### src/rtl/cfg_regfile.sv
module cfg_regfile #(
  parameter int AW = 6,
  parameter int DW = 32,
  parameter bit ERR_BAD_ADDR = 1'b1,
  parameter bit ERR_BAD_RW = 1'b1,
  parameter logic [DW-1:0] RW_INIT = DW'(40),
  parameter logic [DW-1:0] RO_CONST = DW'(80),
  parameter logic [DW-1:0] WO_INIT = DW'(100)
) (
  input  logic              clk,
  input  logic              rst,
  input  logic              req,
  input  logic              req_is_wr,
  input  logic [AW-1:0]     addr,
  input  logic [DW-1:0]     wr_data,
  input  logic [DW-1:0]     wr_biten,
  output logic              rd_ack,
  output logic              wr_ack,
  output logic [DW-1:0]     rd_data,
  output logic              err,
  output logic [DW-1:0]     wo_value,
  output logic [5:0]        ext_req,
  output logic              ext_is_wr,
  output logic              ext_addr,
  output logic [DW-1:0]     ext_wr_data,
  output logic [DW-1:0]     ext_wr_biten,
  input  logic [5:0]        ext_rd_ack,
  input  logic [5:0]        ext_wr_ack,
  input  logic [6*DW-1:0]   ext_rd_data
);
  localparam int NX = 6;
  localparam int WW = AW - 2;
  localparam logic [NX-1:0] RO_MASK = 6'b010010;
  localparam logic [NX-1:0] WO_MASK = 6'b100100;
  localparam logic [1:0] I_NONE = 2'd0, I_RW = 2'd1, I_RO = 2'd2, I_WO = 2'd3;

  logic [WW-1:0] word;
  logic          addr_lo_unused;
  logic          mapped, can_rd, can_wr, perm_ok, fwd, local_go, ext_done;
  logic [1:0]    isel;
  logic [NX-1:0] xsel, p_sel;
  logic          pend, p_wr;
  logic [DW-1:0] r_rw, ext_mux;

  assign word = addr[AW-1:2];
  assign addr_lo_unused = ^addr[1:0];

  always_comb begin
    mapped = 1'b1; can_rd = 1'b1; can_wr = 1'b1; isel = I_NONE; xsel = '0;
    case (word)
      WW'(0):  isel = I_RW;
      WW'(1):  begin isel = I_RO; can_wr = 1'b0; end
      WW'(2):  begin isel = I_WO; can_rd = 1'b0; end
      WW'(3):  xsel = 6'b000001;
      WW'(4):  begin xsel = 6'b000010; can_wr = 1'b0; end
      WW'(5):  begin xsel = 6'b000100; can_rd = 1'b0; end
      WW'(8), WW'(9):   xsel = 6'b001000;
      WW'(10), WW'(11): begin xsel = 6'b010000; can_wr = 1'b0; end
      WW'(12), WW'(13): begin xsel = 6'b100000; can_rd = 1'b0; end
      default: begin mapped = 1'b0; can_rd = 1'b0; can_wr = 1'b0; end
    endcase
  end

  assign perm_ok  = req_is_wr ? can_wr : can_rd;
  assign fwd      = mapped & perm_ok & (|xsel);
  assign local_go = req & ~pend & ~fwd;
  assign ext_req  = (req & ~pend & fwd) ? xsel : '0;
  assign ext_is_wr    = req_is_wr;
  assign ext_addr     = addr[2];
  assign ext_wr_data  = wr_data;
  assign ext_wr_biten = wr_biten;
  assign ext_done = pend & |(p_sel & (p_wr ? ext_wr_ack : ext_rd_ack));

  always_comb begin
    ext_mux = '0;
    for (int i = 0; i < NX; i++)
      if (p_sel[i]) ext_mux |= ext_rd_data[i*DW +: DW];
  end

  always_ff @(posedge clk) begin
    if (rst) begin
      r_rw <= RW_INIT; wo_value <= WO_INIT;
      pend <= 1'b0; p_sel <= '0; p_wr <= 1'b0;
      rd_ack <= 1'b0; wr_ack <= 1'b0; err <= 1'b0; rd_data <= '0;
    end else begin
      rd_ack <= 1'b0; wr_ack <= 1'b0; err <= 1'b0;
      if (local_go) begin
        rd_ack <= ~req_is_wr;
        wr_ack <= req_is_wr;
        err    <= mapped ? (~perm_ok & ERR_BAD_RW) : ERR_BAD_ADDR;
        if (!req_is_wr)
          rd_data <= (perm_ok && isel == I_RW) ? r_rw :
                     (perm_ok && isel == I_RO) ? RO_CONST : '0;
        else if (perm_ok && isel == I_RW)
          r_rw <= (r_rw & ~wr_biten) | (wr_data & wr_biten);
        else if (perm_ok && isel == I_WO)
          wo_value <= (wo_value & ~wr_biten) | (wr_data & wr_biten);
      end
      if (req && !pend && fwd) begin
        pend <= 1'b1; p_sel <= xsel; p_wr <= req_is_wr;
      end
      if (ext_done) begin
        pend <= 1'b0;
        rd_ack <= ~p_wr;
        wr_ack <= p_wr;
        if (!p_wr) rd_data <= ext_mux;
      end
    end
  end

  p_ack_excl_r9: assert property (@(posedge clk) disable iff (rst) !(rd_ack && wr_ack));
  p_err_with_ack_r9: assert property (@(posedge clk) disable iff (rst) err |-> (rd_ack || wr_ack));
  p_local_next_r9: assert property (@(posedge clk) disable iff (rst)
    (req && !pend && !fwd) |=> (rd_ack || wr_ack));
  p_ext_onehot_r5: assert property (@(posedge clk) disable iff (rst) $onehot0(ext_req));
  p_no_ro_write_r6: assert property (@(posedge clk) disable iff (rst)
    (|(ext_req & RO_MASK)) |-> !ext_is_wr);
  p_no_wo_read_r6: assert property (@(posedge clk) disable iff (rst)
    (|(ext_req & WO_MASK)) |-> ext_is_wr);
  p_unmapped_local_r7: assert property (@(posedge clk) disable iff (rst)
    (req && !mapped) |-> (ext_req == '0));
  p_wo_kept_r3: assert property (@(posedge clk) disable iff (rst)
    (req && !req_is_wr) |=> $stable(wo_value));
endmodule

### config.mk
export PLATFORM = sky130hd
export DESIGN_NAME = cfg_regfile
export DESIGN_NICKNAME = d
export VERILOG_FILES = /design/src/rtl/cfg_regfile.sv
export SDC_FILE = /design/constraint.sdc
export NUM_CORES = 1
export LEC_CHECK = 0
export BUFFER_PORTS_ARGS = -buffer_cell sky130_fd_sc_hd__buf_2
export CORE_AREA = 2 2 162 164
export DETAILED_ROUTE_END_ITERATION = 7
export DIE_AREA = 0 0 164 166
export PLACE_DENSITY = 0.5
export SLEW_MARGIN = 5
export SYNTH_ARGS = -nofsm -noshare
export SYNTH_HDL_FRONTEND = slang
export SYNTH_SLANG_ARGS = --single-unit
### constraint.sdc
create_clock -name clk -period 2.26 [get_ports clk]
set_clock_uncertainty 0.1 [all_clocks]
set_input_delay 0.226 -clock clk [delete_from_list [all_inputs] [get_ports clk]]
set_output_delay 0.226 -clock clk [all_outputs]
set_load 0.01 [all_outputs]
# After elaboration in Yosys (flattened, before gate mapping)
# Index checks and enable logic that the tools add are counted.
totals:
  regBits: 107
  out_inout_bits: 139
  wordCells: 92
  input_bits: 278
classes:
  n_mux: 25
  n_reduce_logical: 19
  eq_ne: 14
  bitwise_logic: 25
ops:
  columns: ["op", "count"]
  rows:
  - ["32-bit 2-to-1 mux", 11]
  - ["32-bit OR", 7]
  - ["32-bit bitwise AND", 3]
  - ["6-bit one-hot mux with 6 select lines", 1]
  - ["32-bit NOT", 1]
  - ["4-bit == test (second input constant)", 6]
  - ["8-bit OR reduction", 2]
  - ["6-bit 2-to-1 mux", 2]
  - ["12-bit OR reduction", 1]
  - ["6-bit OR reduction", 2]
  - ["2-bit OR reduction", 5]
  - ["1-bit 2-to-1 mux", 9]
  - ["4-bit by 2-bit == test with 1-bit output (second input constant)", 2]
  - ["4-bit by 3-bit == test with 1-bit output (second input constant)", 2]
  - ["7-bit 2-to-1 mux", 1]
  - ["1-bit NOT", 7]
  - ["1-bit bitwise AND", 6]
  - ["6-bit bitwise AND", 1]
  - ["2-bit one-hot mux with 3 select lines", 1]
  - ["1-bit logical AND", 5]
  - ["2-bit == test (second input constant)", 2]
  - ["4-bit by 1-bit == test with 1-bit output (second input constant)", 1]
  - ["4-bit logical NOT", 1]
  - ["4-bit AND reduction", 1]
  - ["other kinds (3)", 3]

# Longest topological paths before layout
# Gate-level depths: netlist (run 1).
depth:
  depth_word: 13
  depth_mapped: 8
  mapped_depth_nobuf: 5

# Worst setup path after synthesis (run 1)
# OpenSTA, ideal clock, no wires.
synth_path:
  kind: "register to register"
  from: "reg p_wr"
  to: "reg rd_data[0]"
  arrival_ps: 1687
  stages_incl_launch_ff: 8
  path_buffers: 2
  period_less_slack_ps: 1931
  t_required_ps: 2015
  path_slack_ps: 329
  setup_time_ps: 145
  path_cell_list: "dfxtp_1 -> buf_6 -> mux2_1 -> a22oi_2 -> a311oi_4 -> buf_6 -> a311oi_1 -> a211oi_2"
synth_via:
  elab_chain_len: 5
  word_cells_on_any_way: 6
  cone_classes: "mux: 3; bitwise: 2; reduce/logical: 1"
synth_rtl:
  columns: ["item", "line", "source"]
  rows:
  - ["start, declared", "42", "logic pend, p_wr;"]
  - ["start signal, assigned", "83", "pend <= 1'b0; p_sel <= '0; p_wr <= 1'b0;"]
  - ["start signal, assigned", "100", "pend <= 1'b1; p_sel <= xsel; p_wr <= req_is_wr;"]
  - ["6-bit 2-to-1 mux", "72", "assign ext_done = pend & |(p_sel & (p_wr ? ext_wr_ack : ext_rd_ack));"]
  - ["6-bit bitwise AND", "72", null]
  - ["6-bit OR reduction", "72", null]
  - ["1-bit bitwise AND", "72", null]
  - ["32-bit 2-to-1 mux *", "102", "if (ext_done) begin"]
  - ["end signal, assigned", "92", "rd_data <= (perm_ok && isel == I_RW) ? r_rw :"]
  - ["end signal, assigned", "106", "if (!p_wr) rd_data <= ext_mux;"]
  - ["end, declared", "19", "output logic [DW-1:0] rd_data,"]
# Every way passes the cells marked *; elsewhere a longest branch is shown, timed or not.
# A chain may end at the register's enable or synchronous reset.

# Worst setup path after layout (run 1)
layout_path:
  from: "reg pend"
  to: "out ext_req[4]"
layout_via:
  elab_chain_len: 4
layout_rtl:
  columns: ["item", "line", "source"]
  rows:
  - ["start, declared", "42", null]
  - ["start signal, assigned", "83", null]
  - ["start signal, assigned", "100", null]
  - ["start signal, assigned", "103", "pend <= 1'b0;"]
  - ["1-bit NOT", "67", "assign ext_req = (req & ~pend & fwd) ? xsel : '0;"]
  - ["1-bit bitwise AND (2 in a row)", "67", null]
  - ["6-bit 2-to-1 mux", "67", null]
  - ["end, declared", "22", "output logic [5:0] ext_req,"]
# No other way between the ends.

==> impl_summary.md, run 1 <==
STA
The worst path needs between 2000 and 2500 ps of the cycle, external delays included. The number of failing hold endpoints at the final stage was 0. The worst path uses between 90% and 100% of the clock period. Setup repair after global routing left no endpoint under its margin. The total setup violations reported at the end of the flow is 0. The transition time at the pin with the least slew margin is 641.3 ps. Static timing analysis puts the maximum clock frequency at 471.2 MHz.

For the final routed database, the setup TNS stands at 0 ps. The final-report max-slew violation count was 0. Measured against its own limit, the worst slew margin works out to a little under three fifths.

Logic synthesis
After synthesis, the netlist uses 42 different library cells. Synthesis produced a netlist whose cell count is about 800. Dividing the synthesized area by the synthesized cell count gives 7.862 um^2. The proportion of synthesized chip area in sequential cells is between 30% and 40%. The cell area that synthesis handed to floorplanning was between 6000 and 7000 um^2. The number of nets handed over by synthesis was 1081. Counting flops with a built-in enable in the synthesized netlist gives 0. The leading register cell type out of synthesis is sky130_fd_sc_hd__dfxtp_1. In the synthesized netlist the async set-or-reset flop fraction comes to 0%. The number of warnings printed during yosys synthesis is 0.

In this run, synthesis produced a sequential element count of about 110.

Final layout
After the last flow step, the layout net total stands at about 1400. The growth of design area from synthesis to finish is 37.50%. Excluding fillers, the count of instances in the completed layout stands at 1465. The library cells used most frequently in the layout, excluding fill and tap cells, are sky130_fd_sc_hd__buf_2, sky130_fd_sc_hd__nand2_1, sky130_fd_sc_hd__dfxtp_1. The most common library cell in the layout ignoring fill and taps is sky130_fd_sc_hd__buf_2.

The share of cells above drive strength 1 is 42.70%. The utilization after layout is 33.89%.

Clocking
The number of sinks handled by clock tree synthesis is ~110. The insertion delay to the later sink of the worst-skew pair is 350 ps. The H-tree was split into 3 levels. Hold repair after CTS inserted 0 buffers. The root buffer selected by CTS is sky130_fd_sc_hd__clkbuf_16. Clock-pin slew was measured on the worst setup and hold paths at ~80 ps. The maximum clock path buffer count is 2. The number of buffers added by the clock tree synthesis step is 9.

The TritonCTS clock tree is yes. Once the clock tree was built, the setup fixing pass inserted 0 buffers. The number of gates resized after cts is 0.

Placed design
After legalization and detailed placement, the total HPWL measured approximately 22000 um. The number of port buffers is 414. Routability-driven placement finished with a final weighted congestion of around 0.87. Counting tap cells, the placed design contains a total of roughly 1400 instances.

Routing
The number of detailed-routing iterations run before antenna repair is 7. The initial DRC count is ~500. Summed over all layers, the routed wires come to 27690 um. After detailed routing, the average wire length per cell comes to approximately 19 um. In this run the remaining antenna-violating nets after routing total 0. After detailed routing, the number of remaining DRC violations is 0. For this block, the via count after detailed routing is ~7300. The number of vias per cell after detailed routing is slightly below 5.

Die
The die covers approximately 27000 um^2. The placeable core region is about 26000 um^2. The vertical extent of the die is 166 um. The horizontal die dimension is approximately 160 um. The floorplan has about 60 rows.

For this design the top-level I/O count stands at 417. The initial core utilization is about a quarter.

Critical path
For this design, the slowest cell found on the critical path is sky130_fd_sc_hd__or4_1. The most prevalent standard cell on the critical path is sky130_fd_sc_hd__inv_1. Data arrives at the worst endpoint at roughly 1800 ps. The family with the most delay on the worst path is simple AND/OR/NAND/NOR gates. The worst setup path is of the flop to primary output kind. The category of the worst setup path capture point is a primary output. Of all nets on the critical path, the largest fanout is 6. STA classifies the critical path startpoint as a flop.

The signal on the critical path passes through inv_1, nand2_1, or4_1, inv_1, buf_2. The sum of buffers and inverters on the critical path is 3. The highest cell delay on the worst timing path is 560 ps. The critical path required time is just under 2000 ps.

GRT
The initial antenna violation count came to 7. The first-pass GRT wire length is between 30000 and 40000 um. The overall fraction of global-route tracks in use is between 10% and 20%. Entering global routing, the biggest net connects 96 pins. The via count of the first global-routing pass is ~6500. The total congestion overflow after global routing is 0.

Pwr
For this design the static power due to leakage is around 3.8 nW. In this run the power density over the cells is about 520 nW/um^2. The peak supply drop is between 400 and 500 uV.

Job
Max-cap violations in this run came to 0.

Outcome
The run finished with clean final reports.

Worst hold path
The type of the most critical hold path is input port to flop.
-- worst paths after layout --
kind / slack (ps) / depth (start not counted) / to / startpoint
worst min-delay path: 30 / 3 / flop / wr_data[2]
worst max-delay path: 140 / 5 / ext_req[4] / pend$_SDFFE_PP0P_
worst min register to register: 350 / 2 / flop / flop
worst max register to register: 200 / 6 / rd_data[31]$_SDFF_PP0_ / p_wr$_SDFFE_PP0P_
-- cells in the mapped netlist, types with 5 or more instances --
master	number	share of area, %
sky130_fd_sc_hd__nand3_1	70	5.5
sky130_fd_sc_hd__a211oi_1	21	2.5
sky130_fd_sc_hd__buf_2	20	1.6
sky130_fd_sc_hd__buf_4	66	7.8
sky130_fd_sc_hd__buf_6	6	1.1
sky130_fd_sc_hd__nor2b_1	22	2.2
sky130_fd_sc_hd__and2b_1	9	1.1
sky130_fd_sc_hd__a211oi_2	10	2.0
sky130_fd_sc_hd__nand2_1	173	10
sky130_fd_sc_hd__a22oi_1	67	8.0
sky130_fd_sc_hd__a311oi_1	30	4.2
sky130_fd_sc_hd__mux2i_1	6	0.95
sky130_fd_sc_hd__dfxtp_1	107	34
sky130_fd_sc_hd__a21oi_1	66	5.2
sky130_fd_sc_hd__a221oi_1	31	4.3
sky130_fd_sc_hd__clkbuf_1	44	2.6
sky130_fd_sc_hd__o2bb2ai_1	5	0.69
sky130_fd_sc_hd__nor2_1	6	0.36
-- layout make-up --
class                   count  area [um^2]
well taps                 335        419.2
multi-input cells         554         3329
fillers                  2783        16940
clock inverters             4        97.59
diodes                      6        15.01
inverters                   5        18.77
repair buffers            443         2405
flip-flops and latches    107         2143
clock buffers              11        252.7
-- report_power, final --
part | leakage [nW] | internal (mW) | switching, mW
sequential | 0.863 | 1.90 | 0.0149
combinational | 2.74 | 0.338 | 0.408
clock | 0.168 | 1.14 | 0.742
total | 3.77 | 3.38 | 1.17
-- through the flow --
step | power [mW] | setup WS (ps) | cell area, um^2 | hold slack [ps]
global route | 4.750 | 52.91 | 8681 | 38.73
detailed placement | 2.706 | 133.1 | 8314 | 340.0
global placement | 2.705 | 171.5 | 8314 | 338.1
floorplan | 2.311 | 328.6 | 6314 | 273.5
finish | 4.546 | 137.8 | 8681 | 30.27
CTS | 4.612 | 110.3 | 8665 | 8.275
-- tightest hold or removal path: cells and delay by family --
kind | cells | cell delay, ps
buffers and inverters | 1 | 100
AND/OR/NAND/NOR | 2 | 130
-- cell families (layout without fill, tap and decap cells) --
family	count (synthesis)	in the layout	share of synthesized area, %
AOI/OAI and AO/OA	242	242	28.85
buffers and inverters	142	463	13.48
DFF	107	107	33.93
muxes	13	13	2.200
other	0	6	0
and+or+nand+nor	299	299	21.54
-- routing by layer --
metal / GRT usage, % / vias to the layer above / part of all wire [%]
li1: - / 3525 / -
met4: 7.361 / 2 / 2.4
met3: 3.022 / 27 / 7.0
met2: 30.05 / 316 / 46
met5: 0 / - / 0.047
met1: 26.14 / 3385 / 45
Power figures use the tool's default switching activity.
==> run 2, diff against run 1 <==
--- a/config.mk
+++ b/config.mk
@@ -6,10 +6,10 @@
 export NUM_CORES = 1
 export LEC_CHECK = 0
 export BUFFER_PORTS_ARGS = -buffer_cell sky130_fd_sc_hd__buf_2
-export CORE_AREA = 2 2 162 164
+export CORE_AREA = 2 2 160 162
 export DETAILED_ROUTE_END_ITERATION = 7
-export DIE_AREA = 0 0 164 166
-export PLACE_DENSITY = 0.5
+export DIE_AREA = 0 0 162 164
+export PLACE_DENSITY = 0.53
 export SLEW_MARGIN = 5
 export SYNTH_ARGS = -nofsm -noshare
 export SYNTH_HDL_FRONTEND = slang
==> constraint.sdc (replaced) <==
create_clock -name clk -period 1.85 [get_ports clk]
set_clock_uncertainty 0.1 [all_clocks]
set_input_delay 0.185 -clock clk [delete_from_list [all_inputs] [get_ports clk]]
set_output_delay 0.185 -clock clk [all_outputs]
set_load 0.01 [all_outputs]
==> run 2 against run 1 <==
Against the previous run:
- the run now ends with setup timing left
- final cell count is 4.0% higher
- sequential power is 22% higher
- sequential share of layout area is 2.3 points lower
- combinational power is 43% higher
- sequential cell count stayed put
- count of clock-buffer cells in the layout is 1 lower
- critical path depth is 1 higher
- final area is 11% higher
- non-clock buffer count is 69 higher
- critical path type is now flop to flop
==> impl_summary.md, run 2 (same netlist as run 1, synthesis figures left out) <==
Die
In this run the standard cell core region covers between 20000 and 25000 um^2. Pin placement for this block handled between 400 and 500 I/O pins. The count of standard-cell rows is 58. For this configuration, the core starts out at a cell density of about a quarter. The die area is ~27000 um^2.

The horizontal die dimension is roughly 160 um. The vertical extent of the die is 164 um.

STA
The final-report max-slew violation count is 0. The transition time at the pin with the least slew margin is roughly 700 ps. The number of failing hold endpoints at the final stage is 0. Setup violations remaining at the end of the flow were counted as 34.

Setup repair after global routing could not meet its margin everywhere. The final total negative setup slack is -3293 ps. The normalized max-slew margin is 53.82%. The minimum clock period after layout is about 2000 ps. The upper clock frequency limit is roughly 500 MHz. Hold is met by between 10 and 15 ps. The final worst-path setup slack is -148.3 ps. The share of the clock period used by the worst path after layout is 108.0%.

Critical path
In this run the worst path has a maximum fanout of 17. The category of the worst setup path capture point is a flop. The critical path in this run is classified as flop to flop. The critical path required time is about 2000 ps. The arrival time reported for the critical path endpoint is 2130 ps.

The kind of start point of the critical path is a flop.

Clocking
The number of sinks handled by clock tree synthesis is roughly 110. The clock reaches the later pin of the worst-skew pair after 360 ps. TritonCTS built the clock tree.

In this run the clock root is driven by a sky130_fd_sc_hd__clkbuf_16. The H-tree generated during clock tree synthesis spans 3 levels. No sink is reached through more buffers than the 2 on the longest clock path. The number of buffers added by the clock tree synthesis step is 9. After clock tree synthesis, the clock-pin slew on the worst setup and hold paths is around 80 ps.

Final layout
The fill cell total of the finished layout is between 2000 and 3000. After the flow finishes, the layout carries non-filler instances totaling about 1500. The library cells used most frequently in the layout, excluding fill and tap cells, are sky130_fd_sc_hd__buf_2, sky130_fd_sc_hd__nand2_1, sky130_fd_sc_hd__dfxtp_1. The cell area after layout is about 9600 um^2.

The growth of design area from synthesis to finish is 52.12%. The library cell used most frequently in the layout, excluding fill and tap cells, is sky130_fd_sc_hd__buf_2. 0 antenna diodes ended up in the layout.

The number of nets in the layout is 1467. The share of cells above drive strength 1 is a little under half. The utilization after layout is 38.70%.

Routing
Before antenna repair, the detailed router went through 6 iterations. For this block, the initial DRC count from the detailed router was 447. The number of remaining DRC errors is 0. The post-route antenna net violation count is 0.

The number of vias per cell after detailed routing is about 5. The detailed-route wire length per cell is 18.39 um. Summed over all layers, the routed wires come to 28030 um. The detailed router placed 7503 vias in this run.

Placed design
The total placed instance area is 8675 um^2. The wire-length estimate of the detail-placed layout is between 20000 and 25000 um. The worst setup slack after placement is -247.7 ps. The number of port buffers is about 410. The number of placed instances, taps included, is 1471.

At the end of routability-driven placement, the weighted congestion stood at between 0.8 and 0.9.

Pwr
Power spread over the standard cell area amounts to 562.7 nW/um^2. Summed over all cells, the static leakage comes to approximately 4.2 nW. The total power is approximately 5.4 mW. The peak supply drop is 490.7 uV.

GRT
The via count of the first global-routing pass came to about 6900. The first-pass GRT wire length is a little under 40000 um. The initial antenna violation count came to 0. The total congestion overflow after global routing is 0. Global routing used approximately a fifth of the available tracks. The largest net degree at the start of global routing is just over 80.

Outcome
The checks that failed: setup timing. The run finished, with violations left.

Worst hold path
The path class of the tightest hold or removal check is input port to flop.

Job
The number of max-capacitance violations reported is 0.
run 2: cell count changes in the layout (fill, tap and decap cells not counted), sizes merged:
cell	change
clkinvlp	+1
dlygate4sd3	+31
clkinv	+2
inv	+2
buf	+37
diode	-6
bufinv	-3
run 2: repair_timing:
| action | in CTS | in global routing |
|---|---|---|
| hold buffers | 31 | 0 |
| gates resized for setup | 24 | 29 |
| pin swaps | 4 | 6 |
| endpoints found under the hold margin | 61 | 0 |
| endpoints found under the setup margin | 38 | 37 |
| setup buffers | 2 | 4 |
| gates cloned | 0 | 2 |
run 2: layer usage:
| layer | wire length (um) | global-route usage [%] | vias up |
|---|---|---|---|
| met2 | 13910 | 34.74 | 283 |
| met3 | 1905 | 3.535 | 23 |
| met5 | 0 | 0 | - |
| met1 | 11700 | 23.89 | 3545 |
| met4 | 515 | 5.591 | 0 |
| li1 | - | - | 3652 |
run 2: where the power goes:
part | internal [mW] | total, mW | switching (mW)
Clock | 0.982 | 1.99 | 1.01
Sequential | 2.32 | 2.34 | 0.0192
Combinational | 0.525 | 1.07 | 0.548
run 2: worst paths after layout:
kind / from / endpoint / slack, ps / depth (start not counted)
max: p_wr$_SDFFE_PP0P_ / rd_data[24]$_SDFF_PP0_ / -150 / 6
min: wr_data[18] / flop / 10 / 3
max reg2reg: p_wr$_SDFFE_PP0P_ / rd_data[24]$_SDFF_PP0_ / -150 / 6
min reg2reg: flop / flop / 350 / 2
run 2: area by class of cell:
type / count / area (um^2) / area share, %
Inverter: 5 / 21.27 / 0.2215
Clock inverter: 6 / 60.06 / 0.6253
Multi-Input combinational cell: 554 / 3617 / 37.66
Tap cell: 330 / 412.9 / 4.299
Sequential cell: 107 / 2150 / 22.38
Clock buffer: 10 / 239.0 / 2.488
Timing Repair Buffer: 512 / 3104 / 32.32
run 2: critical path: stages (launching register included):
cell and delay [ps]:
sky130_fd_sc_hd__dfxtp_4 430, sky130_fd_sc_hd__mux2_4 310, sky130_fd_sc_hd__a22oi_2 260, sky130_fd_sc_hd__a311oi_4 200
sky130_fd_sc_hd__buf_12 210, sky130_fd_sc_hd__a311oi_4 270, sky130_fd_sc_hd__a211oi_2 70
